File: src/rtl/frac_uart_pkg.sv
`timescale 1ns/1ps
package frac_uart_pkg;

  typedef enum logic [2:0] {
    TX_IDLE, TX_START, TX_DATA, TX_STOP1, TX_STOP2
  } txState_t;

  typedef enum logic [1:0] {
    RX_IDLE, RX_START, RX_DATA, RX_STOP
  } rxState_t;

  // strobes from control to datapath
  typedef struct packed {
    logic txLoad;    // move holding word to shifter, drive start bit
    logic txShift;   // drive next data bit
    logic txStop;    // drive stop level
    logic rxSample;  // capture one data bit
    logic rxDone;    // capture stop bit, publish word
  } strobe_t;

  function automatic logic [3:0] frameBits(input logic [1:0] sel);
    case (sel)
      2'd0:    return 4'd7;
      2'd2:    return 4'd9;
      default: return 4'd8;
    endcase
  endfunction

endpackage

File: src/rtl/frac_uart_baud.sv
`timescale 1ns/1ps
module frac_uart_baud #(
  parameter int RATE_W = 9,
  parameter int STEP   = 3,
  parameter int SUB    = 16
) (
  input  logic              clk,
  input  logic              rstN,
  input  logic              clr,
  input  logic [RATE_W-1:0] rate,
  output logic              tick
);
  localparam int ACC_W = RATE_W + $clog2(SUB) + 2;

  logic [ACC_W-1:0] acc;
  logic [ACC_W-1:0] sum;
  logic [ACC_W-1:0] lim;
  logic [ACC_W-1:0] wrapped;

  always_comb begin
    lim     = (ACC_W'(rate) + ACC_W'(1)) * ACC_W'(SUB);
    sum     = acc + ACC_W'(STEP);
    wrapped = sum - lim;
    tick    = !clr && (sum >= lim);
  end

  always_ff @(posedge clk or negedge rstN) begin
    if (!rstN)      acc <= '0;
    else if (clr)   acc <= '0;
    else if (tick)  acc <= (wrapped >= lim) ? '0 : wrapped;
    else            acc <= sum;
  end


  tick_gap_chk: assert property (@(posedge clk) disable iff (!rstN)
    (tick && $stable(rate)) |=> (!tick || !$stable(rate)));

endmodule

File: src/rtl/frac_uart_ctrl.sv
`timescale 1ns/1ps
module frac_uart_ctrl
  import frac_uart_pkg::*;
#(
  parameter int RATE_W = 9
) (
  input  logic              clk,
  input  logic              rstN,
  input  logic [RATE_W-1:0] rate,
  input  logic [1:0]        lenSel,
  input  logic              contMode,
  input  logic              holdFull,
  input  logic              rxLine,
  output strobe_t           strb,
  output logic              txIdle
);
  txState_t txState, txNext;
  rxState_t rxState, rxNext;
  logic [3:0] txCnt, txCntNext;
  logic [3:0] rxCnt, rxCntNext;
  logic       rxPhase, rxPhaseNext;
  logic       lastLine;
  logic       txClr, rxClr, txTick, rxHalf;
  logic       txLoad, txShift, txStop, rxSample, rxDone;
  logic [3:0] bits;

  assign bits = frameBits(lenSel);

  // full-bit timing for the transmitter, half-bit timing for the receiver
  frac_uart_baud #(.RATE_W(RATE_W), .STEP(3), .SUB(16)) u_txBaud (
    .clk(clk), .rstN(rstN), .clr(txClr), .rate(rate), .tick(txTick));
  frac_uart_baud #(.RATE_W(RATE_W), .STEP(6), .SUB(16)) u_rxBaud (
    .clk(clk), .rstN(rstN), .clr(rxClr), .rate(rate), .tick(rxHalf));

  always_comb begin
    txNext    = txState;
    txCntNext = txCnt;
    txClr     = 1'b0;
    txLoad    = 1'b0;
    txShift   = 1'b0;
    txStop    = 1'b0;
    case (txState)
      TX_IDLE: if (holdFull) begin
        txLoad = 1'b1;
        txClr  = 1'b1;
        txNext = TX_START;
      end
      TX_START: if (txTick) begin
        txShift   = 1'b1;
        txCntNext = '0;
        txNext    = TX_DATA;
      end
      TX_DATA: if (txTick) begin
        if (txCnt == bits - 4'd1) begin
          txStop = 1'b1;
          txNext = TX_STOP1;
        end else begin
          txShift   = 1'b1;
          txCntNext = txCnt + 4'd1;
        end
      end
      TX_STOP1: if (txTick) begin
        if (!holdFull)     txNext = TX_IDLE;
        else if (contMode) txNext = TX_STOP2;
        else begin
          txLoad = 1'b1;
          txNext = TX_START;
        end
      end
      TX_STOP2: if (txTick) begin
        if (holdFull) begin
          txLoad = 1'b1;
          txNext = TX_START;
        end else txNext = TX_IDLE;
      end
      default: txNext = TX_IDLE;
    endcase
  end

  always_comb begin
    rxNext      = rxState;
    rxCntNext   = rxCnt;
    rxPhaseNext = rxPhase;
    rxClr       = 1'b0;
    rxSample    = 1'b0;
    rxDone      = 1'b0;
    case (rxState)
      RX_IDLE: if (lastLine && !rxLine) begin
        rxClr  = 1'b1;
        rxNext = RX_START;
      end
      RX_START: if (rxHalf) begin
        if (!rxLine) begin
          rxNext      = RX_DATA;
          rxPhaseNext = 1'b0;
          rxCntNext   = '0;
        end else rxNext = RX_IDLE;
      end
      RX_DATA: if (rxHalf) begin
        rxPhaseNext = !rxPhase;
        if (rxPhase) begin
          rxSample = 1'b1;
          if (rxCnt == bits - 4'd1) begin
            rxNext      = RX_STOP;
            rxPhaseNext = 1'b0;
          end else rxCntNext = rxCnt + 4'd1;
        end
      end
      RX_STOP: if (rxHalf) begin
        rxPhaseNext = !rxPhase;
        if (rxPhase) begin
          rxDone = 1'b1;
          rxNext = RX_IDLE;
        end
      end
      default: rxNext = RX_IDLE;
    endcase
  end

  always_ff @(posedge clk or negedge rstN) begin
    if (!rstN) begin
      txState  <= TX_IDLE;
      txCnt    <= '0;
      rxState  <= RX_IDLE;
      rxCnt    <= '0;
      rxPhase  <= 1'b0;
      lastLine <= 1'b1;
    end else begin
      txState  <= txNext;
      txCnt    <= txCntNext;
      rxState  <= rxNext;
      rxCnt    <= rxCntNext;
      rxPhase  <= rxPhaseNext;
      lastLine <= rxLine;
    end
  end

  assign strb   = '{txLoad: txLoad, txShift: txShift, txStop: txStop,
                    rxSample: rxSample, rxDone: rxDone};
  assign txIdle = (txState == TX_IDLE);


  start_recheck_chk: assert property (@(posedge clk) disable iff (!rstN)
    (rxState == RX_START && rxHalf && rxLine) |=> !strb.rxDone && rxState == RX_IDLE);

endmodule

File: src/rtl/frac_uart_dp.sv
`timescale 1ns/1ps
module frac_uart_dp
  import frac_uart_pkg::*;
#(
  parameter int DATA_W      = 9,
  parameter int SYNC_STAGES = 2
) (
  input  logic              clk,
  input  logic              rstN,
  input  logic [1:0]        lenSel,
  input  strobe_t           strb,
  input  logic [DATA_W-1:0] txData,
  input  logic              txValid,
  input  logic              rxPin,
  output logic              holdFull,
  output logic              txReady,
  output logic              txLine,
  output logic              rxLine,
  output logic [DATA_W-1:0] rxData,
  output logic              rxValid,
  output logic              rxFrameErr
);
  logic [DATA_W-1:0] holdReg;
  logic [DATA_W-1:0] txShiftReg;
  logic [DATA_W-1:0] rxShiftReg;
  logic [3:0]        alignShift;
  logic              accept;

  assign txReady    = !holdFull;
  assign accept     = txValid && !holdFull;
  assign alignShift = 4'(DATA_W) - frameBits(lenSel);

  // input synchronizer, depth chosen by parameter
  generate
    if (SYNC_STAGES > 1) begin : g_sync
      logic [SYNC_STAGES-1:0] syncQ;
      always_ff @(posedge clk or negedge rstN) begin
        if (!rstN) syncQ <= '1;
        else       syncQ <= {syncQ[SYNC_STAGES-2:0], rxPin};
      end
      assign rxLine = syncQ[SYNC_STAGES-1];
    end else begin : g_sync1
      logic syncQ;
      always_ff @(posedge clk or negedge rstN) begin
        if (!rstN) syncQ <= 1'b1;
        else       syncQ <= rxPin;
      end
      assign rxLine = syncQ;
    end
  endgenerate

  always_ff @(posedge clk or negedge rstN) begin
    if (!rstN) begin
      holdReg    <= '0;
      holdFull   <= 1'b0;
      txShiftReg <= '0;
      txLine     <= 1'b1;
    end else begin
      if (strb.txLoad) begin
        txShiftReg <= holdReg;
        holdFull   <= 1'b0;
        txLine     <= 1'b0;
      end else begin
        if (accept) begin
          holdReg  <= txData;
          holdFull <= 1'b1;
        end
        if (strb.txShift) begin
          txLine     <= txShiftReg[0];
          txShiftReg <= txShiftReg >> 1;
        end else if (strb.txStop) begin
          txLine <= 1'b1;
        end
      end
    end
  end

  always_ff @(posedge clk or negedge rstN) begin
    if (!rstN) begin
      rxShiftReg <= '0;
      rxData     <= '0;
      rxValid    <= 1'b0;
      rxFrameErr <= 1'b0;
    end else begin
      rxValid <= strb.rxDone;
      if (strb.rxSample) rxShiftReg <= {rxLine, rxShiftReg[DATA_W-1:1]};
      if (strb.rxDone) begin
        rxData     <= rxShiftReg >> alignShift;
        rxFrameErr <= !rxLine;
      end
    end
  end


  start_low_chk: assert property (@(posedge clk) disable iff (!rstN)
    strb.txLoad |=> !txLine);


  hold_fill_chk: assert property (@(posedge clk) disable iff (!rstN)
    (txValid && txReady) |=> !txReady && holdReg == $past(txData));


  valid_pulse_chk: assert property (@(posedge clk) disable iff (!rstN)
    rxValid |=> !rxValid);

endmodule

File: src/rtl/frac_uart.sv
`timescale 1ns/1ps
module frac_uart
  import frac_uart_pkg::*;
#(
  parameter int RATE_W      = 9,
  parameter int DATA_W      = 9,
  parameter int SYNC_STAGES = 2
) (
  input  logic              clk,
  input  logic              rstN,
  input  logic [RATE_W-1:0] cfgRate,
  input  logic [1:0]        cfgLen,
  input  logic              cfgCont,
  input  logic [DATA_W-1:0] txData,
  input  logic              txValid,
  output logic              txReady,
  output logic [DATA_W-1:0] rxData,
  output logic              rxValid,
  output logic              rxFrameErr,
  output logic              txPin,
  input  logic              rxPin
);
  strobe_t strb;
  logic    holdFull;
  logic    rxLine;
  logic    txIdle;

  frac_uart_ctrl #(.RATE_W(RATE_W)) u_ctrl (
    .clk(clk), .rstN(rstN), .rate(cfgRate), .lenSel(cfgLen),
    .contMode(cfgCont), .holdFull(holdFull), .rxLine(rxLine),
    .strb(strb), .txIdle(txIdle));

  frac_uart_dp #(.DATA_W(DATA_W), .SYNC_STAGES(SYNC_STAGES)) u_dp (
    .clk(clk), .rstN(rstN), .lenSel(cfgLen), .strb(strb),
    .txData(txData), .txValid(txValid), .rxPin(rxPin),
    .holdFull(holdFull), .txReady(txReady), .txLine(txPin),
    .rxLine(rxLine), .rxData(rxData), .rxValid(rxValid),
    .rxFrameErr(rxFrameErr));


  idle_high_chk: assert property (@(posedge clk) disable iff (!rstN)
    txIdle |-> txPin);

endmodule

File: config.mk
export PLATFORM = sky130hd
export DESIGN_NAME = frac_uart
export DESIGN_NICKNAME = d
export VERILOG_FILES = /design/src/rtl/frac_uart_pkg.sv /design/src/rtl/frac_uart_baud.sv /design/src/rtl/frac_uart_ctrl.sv /design/src/rtl/frac_uart_dp.sv /design/src/rtl/frac_uart.sv
export SDC_FILE = /design/constraint.sdc
export NUM_CORES = 1
export LEC_CHECK = 0
export BUFFER_PORTS_ARGS = -buffer_cell sky130_fd_sc_hd__buf_2
export CAP_MARGIN = 20
export CELL_PAD_IN_SITES_DETAIL_PLACEMENT = 1
export CELL_PAD_IN_SITES_GLOBAL_PLACEMENT = 2
export CORE_ASPECT_RATIO = 1.5
export CORE_MARGIN = 3
export CORE_UTILIZATION = 39
export CTS_BUF_LIST = sky130_fd_sc_hd__clkbuf_16
export DETAILED_ROUTE_END_ITERATION = 16
export HOLD_SLACK_MARGIN = 0.08
export PLACE_DENSITY_LB_ADDON = 0.1
export SETUP_SLACK_MARGIN = 0.4
export SLEW_MARGIN = 0
export SYNTH_ARGS = -nofsm -noshare
export SYNTH_HDL_FRONTEND = slang
export SYNTH_SLANG_ARGS = --single-unit
File: constraint.sdc
create_clock -name clk -period 4.9 [get_ports clk]
set_clock_uncertainty 0.1 [all_clocks]
set_input_delay 0.49 -clock clk [delete_from_list [all_inputs] [get_ports clk]]
set_output_delay 0.49 -clock clk [all_outputs]
set_load 0.01 [all_outputs]
==> Yosys cells after proc, flatten, opt, wreduce, memory -nomap -nowiden <==
Cells that the tools add are included.
{ "classes": {"mux": 70, "reduce_logical": 24, "shifts": 1, "mul": 0, "div": 0, "n_addsub": 9, "bitwise_logic": 1, "eq_ne": 26, "order_cmp": 4} }
{ "ops": {"columns": ["operator", "n"], "rows": [
  ["$mux W15", 6],
  ["$ge A15 B15 Y1", 4],
  ["$mux W4", 8],
  ["$mux W1", 30],
  ["$sub A15 B15 Y15", 2],
  ["$ne A2 B1 Y1 const B", 13],
  ["$mux W3", 8],
  ["$pmux W4 S2", 3],
  ["$mux W9", 2],
  ["$mux W2", 8],
  ["$add A15 B2 Y15 const B", 1],
  ["$add A15 B3 Y15 const B", 1],
  ["$pmux W3 S5", 1],
  ["$reduce_and A6 Y1", 2],
  ["$add A9 B1 Y10 const B", 1],
  ["$shr A9 B4 Y9", 1],
  ["$add A4 B1 Y4 const B", 2],
  ["$eq A4 B4 Y1", 2],
  ["$pmux W2 S4", 1],
  ["$reduce_bool A2 Y1", 4],
  ["$reduce_and A7 Y1", 1],
  ["$eq A2 B2 Y1 const B", 3],
  ["$eq A3 B2 Y1 const B", 2],
  ["$ne A2 B2 Y1 const B", 3],
  ["16 further kinds", 26]
]} }
{ "word_totals": {"out_inout_bits": 13, "latchBits": 0, "input_bits": 25, "reg_bits": 87, "rom_bits": 0, "ram_bits": 0, "memories": 0, "elab_cells": 152} }

==> Longest topological paths before layout <==
Gate-level depths: netlist of run 1.
{ "logic_depth": {"word_depth": 10, "depth_mapped": 21} }

==> By module <==
A second synthesis of run 1 with hierarchy kept.
{ "unflattened": {"hier_cells": 665, "hier_area_um2": 6358.6} }
{ "modules_own_cells": {"columns": ["mod", "area_per_inst_um2", "instances", "cells_per_inst"], "rows": [
  ["frac_uart_dp", 1778.0, 1, 141],
  ["frac_uart_baud (u_ctrl.u_txBaud)", 1755.4, 1, 213],
  ["frac_uart_baud (u_ctrl.u_rxBaud)", 1704.1, 1, 190],
  ["frac_uart_ctrl", 1121.1, 1, 121]
]} }

==> Least setup slack after synthesis of run 1 <==
No wires, ideal clock.
{ "synth_path": {"path_kind": "flip-flop to flip-flop", "start": "reg u_ctrl.u_txBaud.acc[0]", "end": "reg u_ctrl.u_txBaud.acc[9]", "arrival_ns": 3.881, "synth_period_minus_slack_ns": 4.059, "setup_slack_ns": 0.841, "path_stages_with_launch": 20, "n_path_buf": 1, "cell_sequence": "dfrtp_1 -> inv_1 -> ha_1 -> nand3b_1 -> or2_2 -> xnor2_1 -> ha_1 -> o21a_1 -> o31a_1 -> o21ai_0 -> nand2_1 -> xor2_1 -> ha_1 -> a21o_1 -> a211oi_1 -> a31oi_1 -> a211oi_1 -> buf_2 -> nand3_1 -> a21oi_1"} }
{ "synth_via": {"elab_chain_len": 6, "elab_cells_between_ends": 8} }
{ "synth_lines": {"columns": ["element", "line_no", "source"], "rows": [
  ["start, declared", "frac_uart_baud.sv:15", "logic [ACC_W-1:0] acc;"],
  ["start signal, assigned", "frac_uart_baud.sv:30", "else if (tick) acc <= (wrapped >= lim) ? '0 : wrapped;"],
  ["start signal, assigned", "frac_uart_baud.sv:31", "else acc <= sum;"],
  ["$add A15 B2 Y15 *", "frac_uart_baud.sv:22", "sum = acc + ACC_W'(STEP);"],
  ["$sub A15 B15 Y15", "frac_uart_baud.sv:23", "wrapped = sum - lim;"],
  ["$ge A15 B15 Y1", "frac_uart_baud.sv:30", null],
  ["$mux W15", "frac_uart_baud.sv:30", null],
  ["$mux W15 *", "frac_uart_baud.sv:30", null],
  ["$mux W15 *", "frac_uart_baud.sv:29", "else if (clr) acc <= '0;"]
]} }
Mark *: on every way between the ends. The rest lies on a longest branch, timed or not.
A chain may end at the register's enable or synchronous reset.

==> Worst setup path after layout of run 1 <==
{ "layout_path": {"start": "reg u_ctrl.u_txBaud.acc[0]", "end": "reg u_ctrl.u_txBaud.acc[11]"} }
The elaborated chain is that of the path after synthesis.

==> results of run 1 <==
power by group:
part	switching, mW	internal (mW)
clock	0.287	0.501
sequential	0.205	0.913
combinational	0.547	0.474
cell families after synthesis:
kind of cell	share of synthesized area
DFF	0.357
adders and majority gates	0.104
and+or+nand+nor	0.190
xor gates and xnor gates	0.0667
other	0.000621
buffers and inverters	0.0373
AOI/OAI and AO/OA	0.185
muxes	0.0599
cells in the mapped netlist, drive strengths merged (3+ instances only):
master | number | share of area
xor2 | 21 | 0.030
nand3b | 8 | 0.012
o31ai | 7 | 0.0087
a21oi | 38 | 0.032
o21a | 10 | 0.012
and3 | 3 | 0.0031
nand2 | 52 | 0.032
or4 | 4 | 0.0050
o21ai | 36 | 0.034
inv | 29 | 0.018
o211ai | 8 | 0.0099
nand2b | 4 | 0.0041
dfstp | 4 | 0.017
a211oi | 5 | 0.0070
nor3b | 3 | 0.0037
dfrtp | 82 | 0.34
nand4 | 12 | 0.013
a21o | 12 | 0.015
o2bb2ai | 8 | 0.012
nor2b | 8 | 0.0083
a22oi | 8 | 0.0099
nor3 | 14 | 0.013
ha | 47 | 0.097
buf | 10 | 0.012
mux2 | 25 | 0.047
mux2i | 8 | 0.013
nor2 | 56 | 0.035
a32o | 3 | 0.0050
nor4 | 4 | 0.0052
a31oi | 8 | 0.0083
xnor2 | 25 | 0.036
clkbuf | 12 | 0.0075
nand3 | 43 | 0.036
per-stage QoR:
step / std cells / power, mW
after global routing: 901 / 3.15
final: 901 / 2.93
after floorplan: 651 / 1.84
after detailed placement: 880 / 2.15
after CTS: 897 / 2.95
after global placement: 880 / 2.10
flip-flops by register name (all words and copies together) (netlist names), 2 cells and up:
name	flops
u_ctrl.rxState	2
u_ctrl.txCnt	4
u_dp.rxData	9
u_dp.txShiftReg	9
u_dp.holdReg	9
u_dp.rxShiftReg	9
u_ctrl.u_txBaud.acc	15
u_dp.g_sync.syncQ	2
u_ctrl.rxCnt	4
u_ctrl.u_rxBaud.acc	14
u_ctrl.txState	3
worst max-delay path, delay by kind of cell, from the launching register on:
kind	cells	cell delay, ps
fa+ha+maj	4	1140
simple gates	2	310
buf+inv	5	600
compound gates	8	1270
xor+xnor	2	350
flops	1	400
area by class of cell:
type                            count  area, um^2
Fill cell                        1783        8190
Inverter                           29         109
Multi-Input combinational cell    514        3750
Tap cell                          199         249
Sequential cell                    86        2160
Clock buffer                        9         225
Clock inverter                      7         120
Timing Repair Buffer               57         340
layer usage:
| layer | up-vias | wire length (um) | share of wire | GRT usage |
|---|---|---|---|---|
| met5 | - | 0 | 0 | 0 |
| met4 | 0 | 371 | 0.023 | 0.0662 |
| met3 | 22 | 281 | 0.018 | 0.0187 |
| met2 | 61 | 8520 | 0.54 | 0.361 |
| met1 | 2466 | 6640 | 0.42 | 0.217 |
| li1 | 2474 | - | - | - |
worst min path at each step:
stage	from	to	slack [ps]	cells past startpoint
2_1_floorplan	rstN	u_ctrl.rxCnt[0]$_DFFE_PN0P_	90	0
3_5_place_dp	u_dp.g_sync.syncQ[0]$_DFF_PN1_	u_dp.g_sync.syncQ[1]$_DFF_PN1_	250	0
6_report	rxPin	u_dp.g_sync.syncQ[0]$_DFF_PN1_	150	1
5_1_grt	rxPin	u_dp.g_sync.syncQ[0]$_DFF_PN1_	140	1
4_1_cts	rxPin	u_dp.g_sync.syncQ[0]$_DFF_PN1_	140	1
3_3_place_gp	u_dp.g_sync.syncQ[0]$_DFF_PN1_	u_dp.g_sync.syncQ[1]$_DFF_PN1_	250	0
what timing repair did:
item                       in CTS  in global routing
buffers inserted                0                  3
cloned                          0                  1
hold buffers                    1                  0
hold endpoints to repair       38                  0
gates resized for setup         5                 20
setup endpoints to repair      14                 25
pin swaps                       0                  6
==> results.md, run 1 <==
- The worst reg2reg path startpoint is u_ctrl.u_txBaud.acc[0]$_DFF_PN0_.
- The normalized max-slew margin is 0.490.
- The final setup TNS is 0 ps.
- The shortest clock period the worst path allows after layout is 4260 ps.
- For this block, the initial DRC count from the detailed router was 174.
- The setup slack of the critical path after layout is 638 ps.
- The average routed wire per standard cell is 17.5 um.
- The destination of the critical timing path is u_ctrl.u_txBaud.acc[11]$_DFF_PN0_.
- The share of flip-flops with an asynchronous set or reset is 1.00.
- The endpoint kind of the worst setup timing path is a flip-flop.
- The number of distinct library cell variants in the gate-level netlist after synthesis is 73.
- The pre-CTS setup slack is around 290 ps.
- Setup repair after global routing left no endpoint under its margin.
- After clock tree synthesis, the clock-pin slew on the worst setup and hold paths is 70 ps.
- The number of antenna violations at the first check in global routing is 0.
- The final-report max-slew violation count is 0.
- After the last flow step, the layout net total stands at slightly below 800.
- Setup violations remaining at the end of the flow were counted as 0.
- The number of enable flip-flop cells after synthesis is 0.
- The number of warning messages in the yosys log is 0.
- The via count of the first global-routing pass is 5319.
- In this run the worst path has a maximum fanout of 5.
- In the finished design, the share of the clock period the worst path needs comes to 0.870.
- The run finished with clean final reports.
- The data arrival time of the worst path is ~4400 ps.
- Summing all non-filler instances in the final layout gives an area of 6950 um^2.
- The tree is rooted in a sky130_fd_sc_hd__clkbuf_16.
- For the worst flop-to-flop path, the logic depth is 21.
- The first-pass iteration count of the detailed router is 4.
- Each instance of the synthesized netlist takes up on average 9.29 um^2.
- Using the TritonRoute via totals, the vias-per-cell ratio works out to 5.57.
- Summed over all nets, the half-perimeter wirelength after detailed placement is 12300 um.
- The detailed router placed 5023 vias in this run.
- The static power due to leakage is 3.11 nW.
- The portion of the post-synthesis area used by sequential elements is 0.357.
- After synthesis the cells add up to 6040 um^2.
- In this run the register-to-register setup slack is 640 ps.
- Data on the critical path is required at its endpoint by 5060 ps.
- The maximum achievable frequency is 235 MHz.
- The number of buffers created by CTS is 9.
- The category of the worst setup path launch point is a flip-flop.
- The number of max-capacitance violations reported is 0.
- Walking the worst path, the cells encountered are inv_1 > ha_1 > nand3b_1 > buf_4 > xnor2_2 > inv_1 > ha_1 > inv_1 > fa_1 > a211oi_2 > o21ai_2 > a21o_1 > a21oi_1 > xnor2_1 > ha_1 > o211ai_1 > a31oi_1 > a211oi_2 > clkbuf_4 > nand3_1 > a21oi_1.
- The placed instances occupy a cell area of 6480 um^2.
- The library cells used most frequently in the layout, excluding fill and tap cells, are sky130_fd_sc_hd__dfrtp_1 (81), sky130_fd_sc_hd__nor2_1 (53), sky130_fd_sc_hd__nand2_1 (52).
- The final-layout worst hold slack is 150 ps.
- For this run, design rule violations remaining after detail routing come to 0.
- The die is 108 um wide.
- In this run the vertical extent of the chip is about 160 um.
- The leading cell type in the layout, fill and taps excluded is sky130_fd_sc_hd__dfrtp_1.
- The longest individual stage delay on the worst path is 450 ps.
- The number of routed nets with antenna violations is 0.
- The endpoint of the worst-slack reg-to-reg timing path is u_ctrl.u_txBaud.acc[11]$_DFF_PN0_.
- The number of placed I/O pins is 38.
- TritonCTS built the clock tree.
- The diode insertion count for antenna repair is 0.
- The last weighted congestion value of the routability-driven placer is 0.855.
- The number of I/O port buffers is 37.
- After detailed routing, the total wire length is 15800 um.
- The largest net degree at the start of global routing is 46.
- For this run, the total global-route usage over all layers was measured as 0.189.
- VDD sags by at most ~0.00026 V.
- The cell count after synthesis came out at 650.
- The number of hold violations in the final report is 0.
- The critical path in this run is classified as reg2reg.
- The starting density of the core is 0.399.
- Compared with the post-synthesis result, the final layout area differs by 15.1%.
- The first global-routing pass estimated 26100 um of wire.
- No sink is reached through more buffers than the 2 on the longest clock path.
- In this run the standard cell core region covers approximately 15000 um^2.
- The total grt overflow is 0.
- The share of the core filled with cells is 0.459.
- The proportion of layout cells with a drive suffix above 1 is 0.195.
- The later pin in the worst-skew pair is clocked with a latency of 330 ps.
- Counting every sink on the clock net gives between 80 and 90.
- The transition time at the pin with the least slew margin is roughly 760 ps.
- The floorplan has 55 rows.
- The most used flip-flop cell after synthesis is sky130_fd_sc_hd__dfrtp_1.
- Power spread over the standard cell area amounts to 421 nW/um^2.
- The post-synthesis sequential element count is 86.
- The number of levels the H-tree was split into is 3.
- The most critical setup path has its startpoint at u_ctrl.u_txBaud.acc[0]$_DFF_PN0_.
- The worst min-delay path category is in2reg.
- The slowest stage of the critical path belongs to the cell sky130_fd_sc_hd__fa_1.
- The floorplan step defined a die boundary enclosing 17000 um^2.
Power figures use the tool's default switching activity.
==> run 2, diff against run 1 <==
==> constraint.sdc (replaced) <==
create_clock -name clk -period 4.9 [get_ports clk]
set_clock_uncertainty 0.1 [all_clocks]
set_input_delay 0.245 -clock clk [delete_from_list [all_inputs] [get_ports clk]]
set_output_delay 0.245 -clock clk [all_outputs]
set_load 0.01 [all_outputs]
==> results.md, run 2 (synthesis results as in run 1) <==
- The critical setup path kind is reg2reg.
- The number of hold violations in the final report is 0.
- TritonCTS created 9 clock buffers.
- The worst pin sits at a relative slew slack of 0.412.
- Across all layers, the routed design uses approximately 5200 vias.
- Routability-driven placement finished with a final weighted congestion of between 0.7 and 0.8.
- In the final routed layout, each cell accounts on average for around 18 um.
- The detailed-route vias per instance is 5.64.
- Dividing total power by cell area gives a power density of ~410 nW/um^2.
- The area added between synthesis and finish is 18.7%.
- The reported net switching power is about 1.1 mW.
- The core region is 15100 um^2.
- The number of I/O port buffers is 37.
- STA classifies the critical path startpoint as a flip-flop.
- For this run, design rule violations remaining after detail routing come to 0.
- The number of routed nets with antenna violations is 0.
- The internal power summed over all cells is 1.86 mW.
- Data on the critical path is required at its endpoint by slightly above 5000 ps.
- The transition time at the pin with the least slew margin is 883 ps.
- Across every metal layer, demand over resource in global routing totals 0.198.
- The via count of the first global-routing pass is 5453.
- The destination of the critical timing path is u_ctrl.u_txBaud.acc[4]$_DFF_PN0_.
- The clock slew seen by the registers of the worst setup and hold paths is 70 ps.
- The fill cell total of the finished layout is ~1800.
- The worst setup path is captured at a flip-flop.
- Leaving out fill and tap cells, the most frequent cell in the layout is sky130_fd_sc_hd__dfrtp_1.
- In this run the count of I/O pins placed on the die edge is 38.
- The number of antenna violations at the first check in global routing is 0.
- Across the whole layout, storage elements account for ~2200 um^2.
- Of all nets on the critical path, the largest fanout is 7.
- The worst min-delay path category is in2async.
- The total grt overflow is 0.
- u_ctrl.u_txBaud.acc holds more flip-flops than any other register.
- Max-cap violations in this run came to 0.
- The final setup TNS is 0 ps.
- In the final layout, the share of cells above drive strength 1 is 0.212.
- The top cell types in the final layout, fill and taps aside, are sky130_fd_sc_hd__dfrtp_1 (81), sky130_fd_sc_hd__nor2_1 (53), sky130_fd_sc_hd__nand2_1 (52).
- The combined area of the multi-input logic cells is between 3000 and 4000 um^2.
- The maximum resistive drop on vdd is ~0.00027 V.
- Setup repair after global routing left no endpoint under its margin.
- The detailed router finished its first iteration with around 170 violations.
- The worst register-to-register path begins at u_ctrl.u_txBaud.acc[0]$_DFF_PN0_.
- The flow ran to the end, and the final reports show no timing, DRC or antenna violations.
- The floorplan die width is between 100 and 150 um.
- The data arrival time of the worst path is 4440 ps.
- The largest buffer count on any clock path is 2.
- The share of the core filled with cells is 0.473.
- The clock tree from TritonCTS is yes.
- The final-report max-slew violation count is 0.
- The repair_antennas step left the layout with diodes totalling 0.
- The share of total power dissipated in sequential elements is 0.381.
- Static timing analysis puts the maximum clock frequency at 234 MHz.
- The initial utilization of the core area, before any placement, comes to 0.399.
- The row count is 55.
- The logic gate share of total power is 0.361.
- After legalization and detailed placement, the total HPWL measured 12400 um.
- The clock drives 86 sinks.
- Of the total power, the clock network draws 0.258.
- The final clock period utilization by the worst path is 0.874.
- The final layout contains 787 nets.
- The setup check on the worst reg-to-reg path leaves a slack of 620 ps.
- The critical path starts at u_ctrl.u_txBaud.acc[0]$_DFF_PN0_.
- The shortest clock period the worst path allows after layout is about 4300 ps.
- The largest registers in the layout are u_ctrl.u_txBaud.acc (15), u_ctrl.u_rxBaud.acc (14).
- The first detailed-routing pass ran for 4 iterations.
- The switching share of power is 0.368.
- Entering global routing, the biggest net connects 62 pins.
- The static power due to leakage is around 3.2 nW.
- The clock root buffer master is sky130_fd_sc_hd__clkbuf_16.
- The wire length of the first global-routing pass is 27100 um.
- Setup violations remaining at the end of the flow were counted as 0.
- The register with the most flip-flops in the layout has 15 of them.
- The floorplan step set the die height to 158 um.
- The die footprint is between 15000 and 20000 um^2.
- The endpoint of the worst-slack reg-to-reg timing path is u_ctrl.u_txBaud.acc[4]$_DFF_PN0_.
- The number of levels the H-tree was split into is 3.
- The clock insertion delay at the later pin of the skew report is 340 ps.
- Counting cells, the worst reg-to-reg path comes to 19.
- The routed wire length is around 16000 um.
[run 2: cell count changes in the layout (fill, tap and decap cells not counted), sizes merged]
cell         delta
buf             +5
bufinv          -1
clkbuf          -1
clkinv          +1
dlygate4sd3    +12
[run 2: metal layers]
| metal | part of all wire | track usage | routed length, um | up-vias |
|---|---|---|---|---|
| met3 | 0.016 | 0.0223 | 266 | 20 |
| met5 | 0 | 0 | 0 | - |
| met4 | 0.022 | 0.0662 | 365 | 0 |
| li1 | - | - | - | 2498 |
| met2 | 0.55 | 0.381 | 9090 | 47 |
| met1 | 0.41 | 0.224 | 6780 | 2603 |
[run 2: what timing repair did]
item,4_1_cts,5_1_grt
cloned,0,0
setup buffers,2,6
pin swaps,0,6
hold buffers,13,0
endpoints found under the setup margin,21,27
endpoints found under the hold margin,37,0
resized for setup,7,29
[run 2: stage by stage]
stage / area [um^2] / hold slack (ps) / std cells / total power, mW / setup WS, ps
2_1_floorplan: 6040 / -151 / 651 / 1.84 / 841
3_3_place_gp: 6470 / 72.3 / 879 / 2.10 / 327
3_5_place_dp: 6480 / 80.3 / 880 / 2.16 / 102
4_1_cts: 6980 / 250 / 911 / 2.96 / 450
5_1_grt: 7170 / 269 / 917 / 3.16 / 378
6_report: 7170 / 245 / 917 / 2.93 / 618
[run 2: power by group through the flow]
stage / Sequential [mW] / Clock [mW] / Combinational [mW]
after floorplan: 1.06 / 0 / 0.778
after global placement: 1.12 / 0 / 0.986
after detailed placement: 1.13 / 0 / 1.03
after CTS: 1.12 / 0.791 / 1.05
after global routing: 1.15 / 0.818 / 1.19
final: 1.12 / 0.757 / 1.06
[run 2: layout make-up]
cell class | count | share of cell area
Tap cell | 199 | 0.0347
Sequential cell | 86 | 0.301
Multi-Input combinational cell | 514 | 0.534
Clock buffer | 9 | 0.0314
Inverter | 29 | 0.0152
Clock inverter | 7 | 0.0147
Timing Repair Buffer | 73 | 0.0684
[run 2: worst max-delay path: stages, from the launching register on]
cell and delay [ps]:
sky130_fd_sc_hd__dfrtp_2 410, sky130_fd_sc_hd__inv_1 70, sky130_fd_sc_hd__ha_1 250, sky130_fd_sc_hd__nand3b_1 210, sky130_fd_sc_hd__or2_4 320, sky130_fd_sc_hd__xnor2_4 200, sky130_fd_sc_hd__ha_4 260, sky130_fd_sc_hd__o21a_1 170
sky130_fd_sc_hd__o31a_1 160, sky130_fd_sc_hd__o21ai_2 170, sky130_fd_sc_hd__nand2_1 110, sky130_fd_sc_hd__xor2_2 170, sky130_fd_sc_hd__ha_1 300, sky130_fd_sc_hd__a21o_1 180, sky130_fd_sc_hd__a211oi_1 250, sky130_fd_sc_hd__a31oi_1 140
sky130_fd_sc_hd__a211oi_2 240, sky130_fd_sc_hd__buf_4 200, sky130_fd_sc_hd__nand3b_1 120, sky130_fd_sc_hd__a21oi_2 170
[run 2: worst min path at each step]
stage,startpoint,end,cells after the start
3_5_place_dp,rstN,u_dp.rxData[3]$_DFFE_PN0P_,1
3_3_place_gp,rstN,u_dp.rxData[3]$_DFFE_PN0P_,1
6_report,rstN,u_dp.rxData[3]$_DFFE_PN0P_,2
2_1_floorplan,rstN,u_ctrl.rxCnt[0]$_DFFE_PN0P_,0
4_1_cts,rstN,u_dp.rxData[3]$_DFFE_PN0P_,2
5_1_grt,rstN,u_dp.rxValid$_DFF_PN0_,2
==> run 3, diff against run 2 <==
Clock period 4.9 ns to 4.7 ns, I/O delays scaled along.
==> results.md, run 3 (synthesis results as in run 1) <==
- For met2 alone, demand over resource in global routing was 0.396.
- The clock tree from TritonCTS is yes.
- The normalized max-slew margin is 0.419.
- The endpoint kind of the worst setup timing path is a flip-flop.
- The clock insertion delay at the later pin of the skew report is 340 ps.
- The number of buffers created by CTS is 9.
- The critical setup path kind is reg2reg.
- The pre-CTS setup slack is about 180 ps.
- The part of the power in registers is 0.381.
- Before antenna repair, the detailed router went through 4 iterations.
- Measured along the y axis, the die boundary spans between 150 and 200 um.
- The final-report max-slew violation count is 0.
- The flow ran to the end, and the final reports show no timing, DRC or antenna violations.
- The via count of the first global-routing pass came to 5558.
- The placed instances occupy a cell area of about 6500 um^2.
- The count of unresolved DRC violations after routing is 0.
- The largest driver fanout on the critical path is 11.
- The number of max-capacitance violations reported is 0.
- In this run the count of I/O pins placed on the die edge is 38.
- IR analysis of the VDD net gives a maximum drop of 0.000243 V.
- The worst endpoint required time is 4790 ps.
- The maximum achievable frequency is 243 MHz.
- The leading cell type in the layout, fill and taps excluded is sky130_fd_sc_hd__dfrtp_1.
- Setup violations remaining at the end of the flow were counted as 0.
- The tree is rooted in a sky130_fd_sc_hd__clkbuf_16.
- The last weighted congestion value of the routability-driven placer is 0.847.
- The top cell types in the final layout, fill and taps aside, are sky130_fd_sc_hd__dfrtp_1 (81), sky130_fd_sc_hd__nor2_1 (53), sky130_fd_sc_hd__nand2_1 (52).
- The non-filler instance count after layout is 925.
- Internal power comes to 1.94 mW.
- In the final layout, the multi-input gates occupy around 3900 um^2.
- Counting every sink on the clock net gives between 80 and 90.
- The shortest clock period the worst path allows after layout is 4120 ps.
- The worst setup path is launched from a flip-flop.
- For this block, the initial DRC count from the detailed router was 126.
- After legalization and detailed placement, the total HPWL measured 12800 um.
- Across every metal layer, demand over resource in global routing totals 0.204.
- For the worst setup path, the data arrival time is 4210 ps.
- Of the total power, the share spent switching nets is 0.366.
- The starting density of the core is 0.399.
- The most congested layer reported by global routing is met2.
- In the final layout, flip-flops and latches occupy approximately 2200 um^2.
- Setup repair after global routing left no endpoint under its margin.
- The floorplan step defined a die boundary enclosing about 17000 um^2.
- In this run the deepest clock path goes through 2 buffers.
- In the final layout, the share of cells above drive strength 1 is 0.234.
- The number of antenna violations at the first check in global routing came to 0.
- The analysis attributes to net switching a power of 1.12 mW.
- Dividing total power by cell area gives a power density of 421 nW/um^2.
- For this design the static power due to leakage is 3.25 nW.
- The number of routed nets with antenna violations is 0.
- The largest net degree at the start of global routing is 64.
- The final-layout worst hold slack is between 80 and 90 ps.
- The cell area after layout is 7270 um^2.
- The floorplan die width is roughly 110 um.
- The share of total power in the clock network is 0.255.
- The first global-routing pass estimated about 28000 um of wire.
- The average routed wire per standard cell is between 15 and 20 um.
- The fill cell total of the finished layout is roughly 1700.
- The number of I/O port buffers is 37.
- The logic gate share of total power is 0.364.
- The net count of the finished layout is 795.
- The met3 usage in global routing is 0.0280.
- The register with the most flip-flops is u_ctrl.u_txBaud.acc.
- The floorplan has 55 rows.
- The H-tree was split into 3 levels.
- The detailed-route vias per instance is 5.60.
- Wires add up to 16900 um.
- The register with the most flip-flops in the layout has 15 of them.
- The final setup TNS is 0 ps.
- The final route contains between 5000 and 6000 vias.
- The total overflow left after global routing is 0.
- The area added between synthesis and finish is 20.5%.
- The worst min-delay path category is in2reg.
- The number of cells after detailed placement is around 880.
- The fraction of met1 tracks used by global routing is 0.226.
- The diode insertion count for antenna repair is 0.
- The largest registers in the layout are u_ctrl.u_txBaud.acc (15), u_ctrl.u_rxBaud.acc (14).
- Clock-pin slew was measured on the worst setup and hold paths at 70 ps.
- The number of hold violations in the final report is 0.
- Across all setup checks in the final design, the least slack found is 579 ps.
- The final clock period utilization by the worst path is 0.877.
- The core region area is 15100 um^2.
- The transition time at the pin with the least slew margin is 872 ps.
-- run 3: final timing paths --
| kind | startpoint | end | slack (ps) | depth (start not counted) |
|---|---|---|---|---|
| hold / removal | cfgCont | u_ctrl.txState[2]$_DFFE_PN0P_ | 90 | 3 |
| setup reg to reg | u_ctrl.u_rxBaud.acc[5]$_DFF_PN0_ | u_ctrl.u_rxBaud.acc[5]$_DFF_PN0_ | 580 | 19 |
| hold reg to reg | u_dp.g_sync.syncQ[0]$_DFF_PN1_ | u_dp.g_sync.syncQ[1]$_DFF_PN1_ | 260 | 0 |
| setup / recovery | u_ctrl.u_rxBaud.acc[5]$_DFF_PN0_ | u_ctrl.u_rxBaud.acc[5]$_DFF_PN0_ | 580 | 19 |
| max in group asynchronous | rstN | u_ctrl.u_txBaud.acc[0]$_DFF_PN0_ | 3080 | 3 |
| min in group asynchronous | rstN | u_dp.rxData[3]$_DFFE_PN0P_ | 220 | 2 |
-- run 3: per-layer routing --
| layer | vias to the layer above | part of all wire | routed length (um) |
|---|---|---|---|
| met2 | 72 | 0.56 | 9430 |
| li1 | 2505 | - | - |
| met4 | 0 | 0.028 | 468 |
| met5 | - | 0 | 0 |
| met3 | 33 | 0.022 | 365 |
| met1 | 2571 | 0.39 | 6610 |
-- run 3: layout make-up --
type                    count  area share
multi-input cells         514       0.534
flip-flops and latches     86       0.297
repair buffers             81      0.0753
well taps                 199      0.0342
clock buffers               9      0.0310
inverters                  29      0.0150
clock inverters             7      0.0134
-- run 3: metrics by stage --
stage                     total power, mW  utilization
after detailed placement             2.25        0.430
final                                3.06        0.480
after CTS                            3.06        0.462
after floorplan                      1.92            -
after global routing                 3.30        0.480
after global placement               2.18        0.430
-- run 3: worst max-delay path: stages (launching register included) --
cell and delay [ps]:
sky130_fd_sc_hd__dfrtp_1 450, sky130_fd_sc_hd__nand4_1 190, sky130_fd_sc_hd__nor2_2 180, sky130_fd_sc_hd__nand3b_1 190, sky130_fd_sc_hd__nor2_1 160, sky130_fd_sc_hd__xor2_1 260, sky130_fd_sc_hd__ha_2 380, sky130_fd_sc_hd__a21oi_4 180
sky130_fd_sc_hd__nand4_1 150, sky130_fd_sc_hd__o211ai_1 150, sky130_fd_sc_hd__xnor2_1 150, sky130_fd_sc_hd__ha_1 330, sky130_fd_sc_hd__nand3_1 100, sky130_fd_sc_hd__nor2_1 170, sky130_fd_sc_hd__o21ai_0 130, sky130_fd_sc_hd__a21oi_2 210
sky130_fd_sc_hd__a211oi_2 70, sky130_fd_sc_hd__buf_4 190, sky130_fd_sc_hd__a31oi_1 180, sky130_fd_sc_hd__nor2_1 70
-- run 3: power groups by stage --
| stage | sequential (mW) | clock, mW | combinational [mW] |
|---|---|---|---|
| after CTS | 1.17 | 0.800 | 1.09 |
| after detailed placement | 1.18 | 0 | 1.07 |
| after global routing | 1.20 | 0.837 | 1.26 |
| after global placement | 1.16 | 0 | 1.02 |
| final | 1.17 | 0.780 | 1.12 |
| after floorplan | 1.11 | 0 | 0.811 |
-- run 3: repair_timing --
item,4_1_cts,5_1_grt
setup buffers,1,13
hold buffers,12,0
pin swaps,2,10
hold endpoints to repair,34,0
gates resized for setup,12,37
endpoints found under the setup margin,35,36
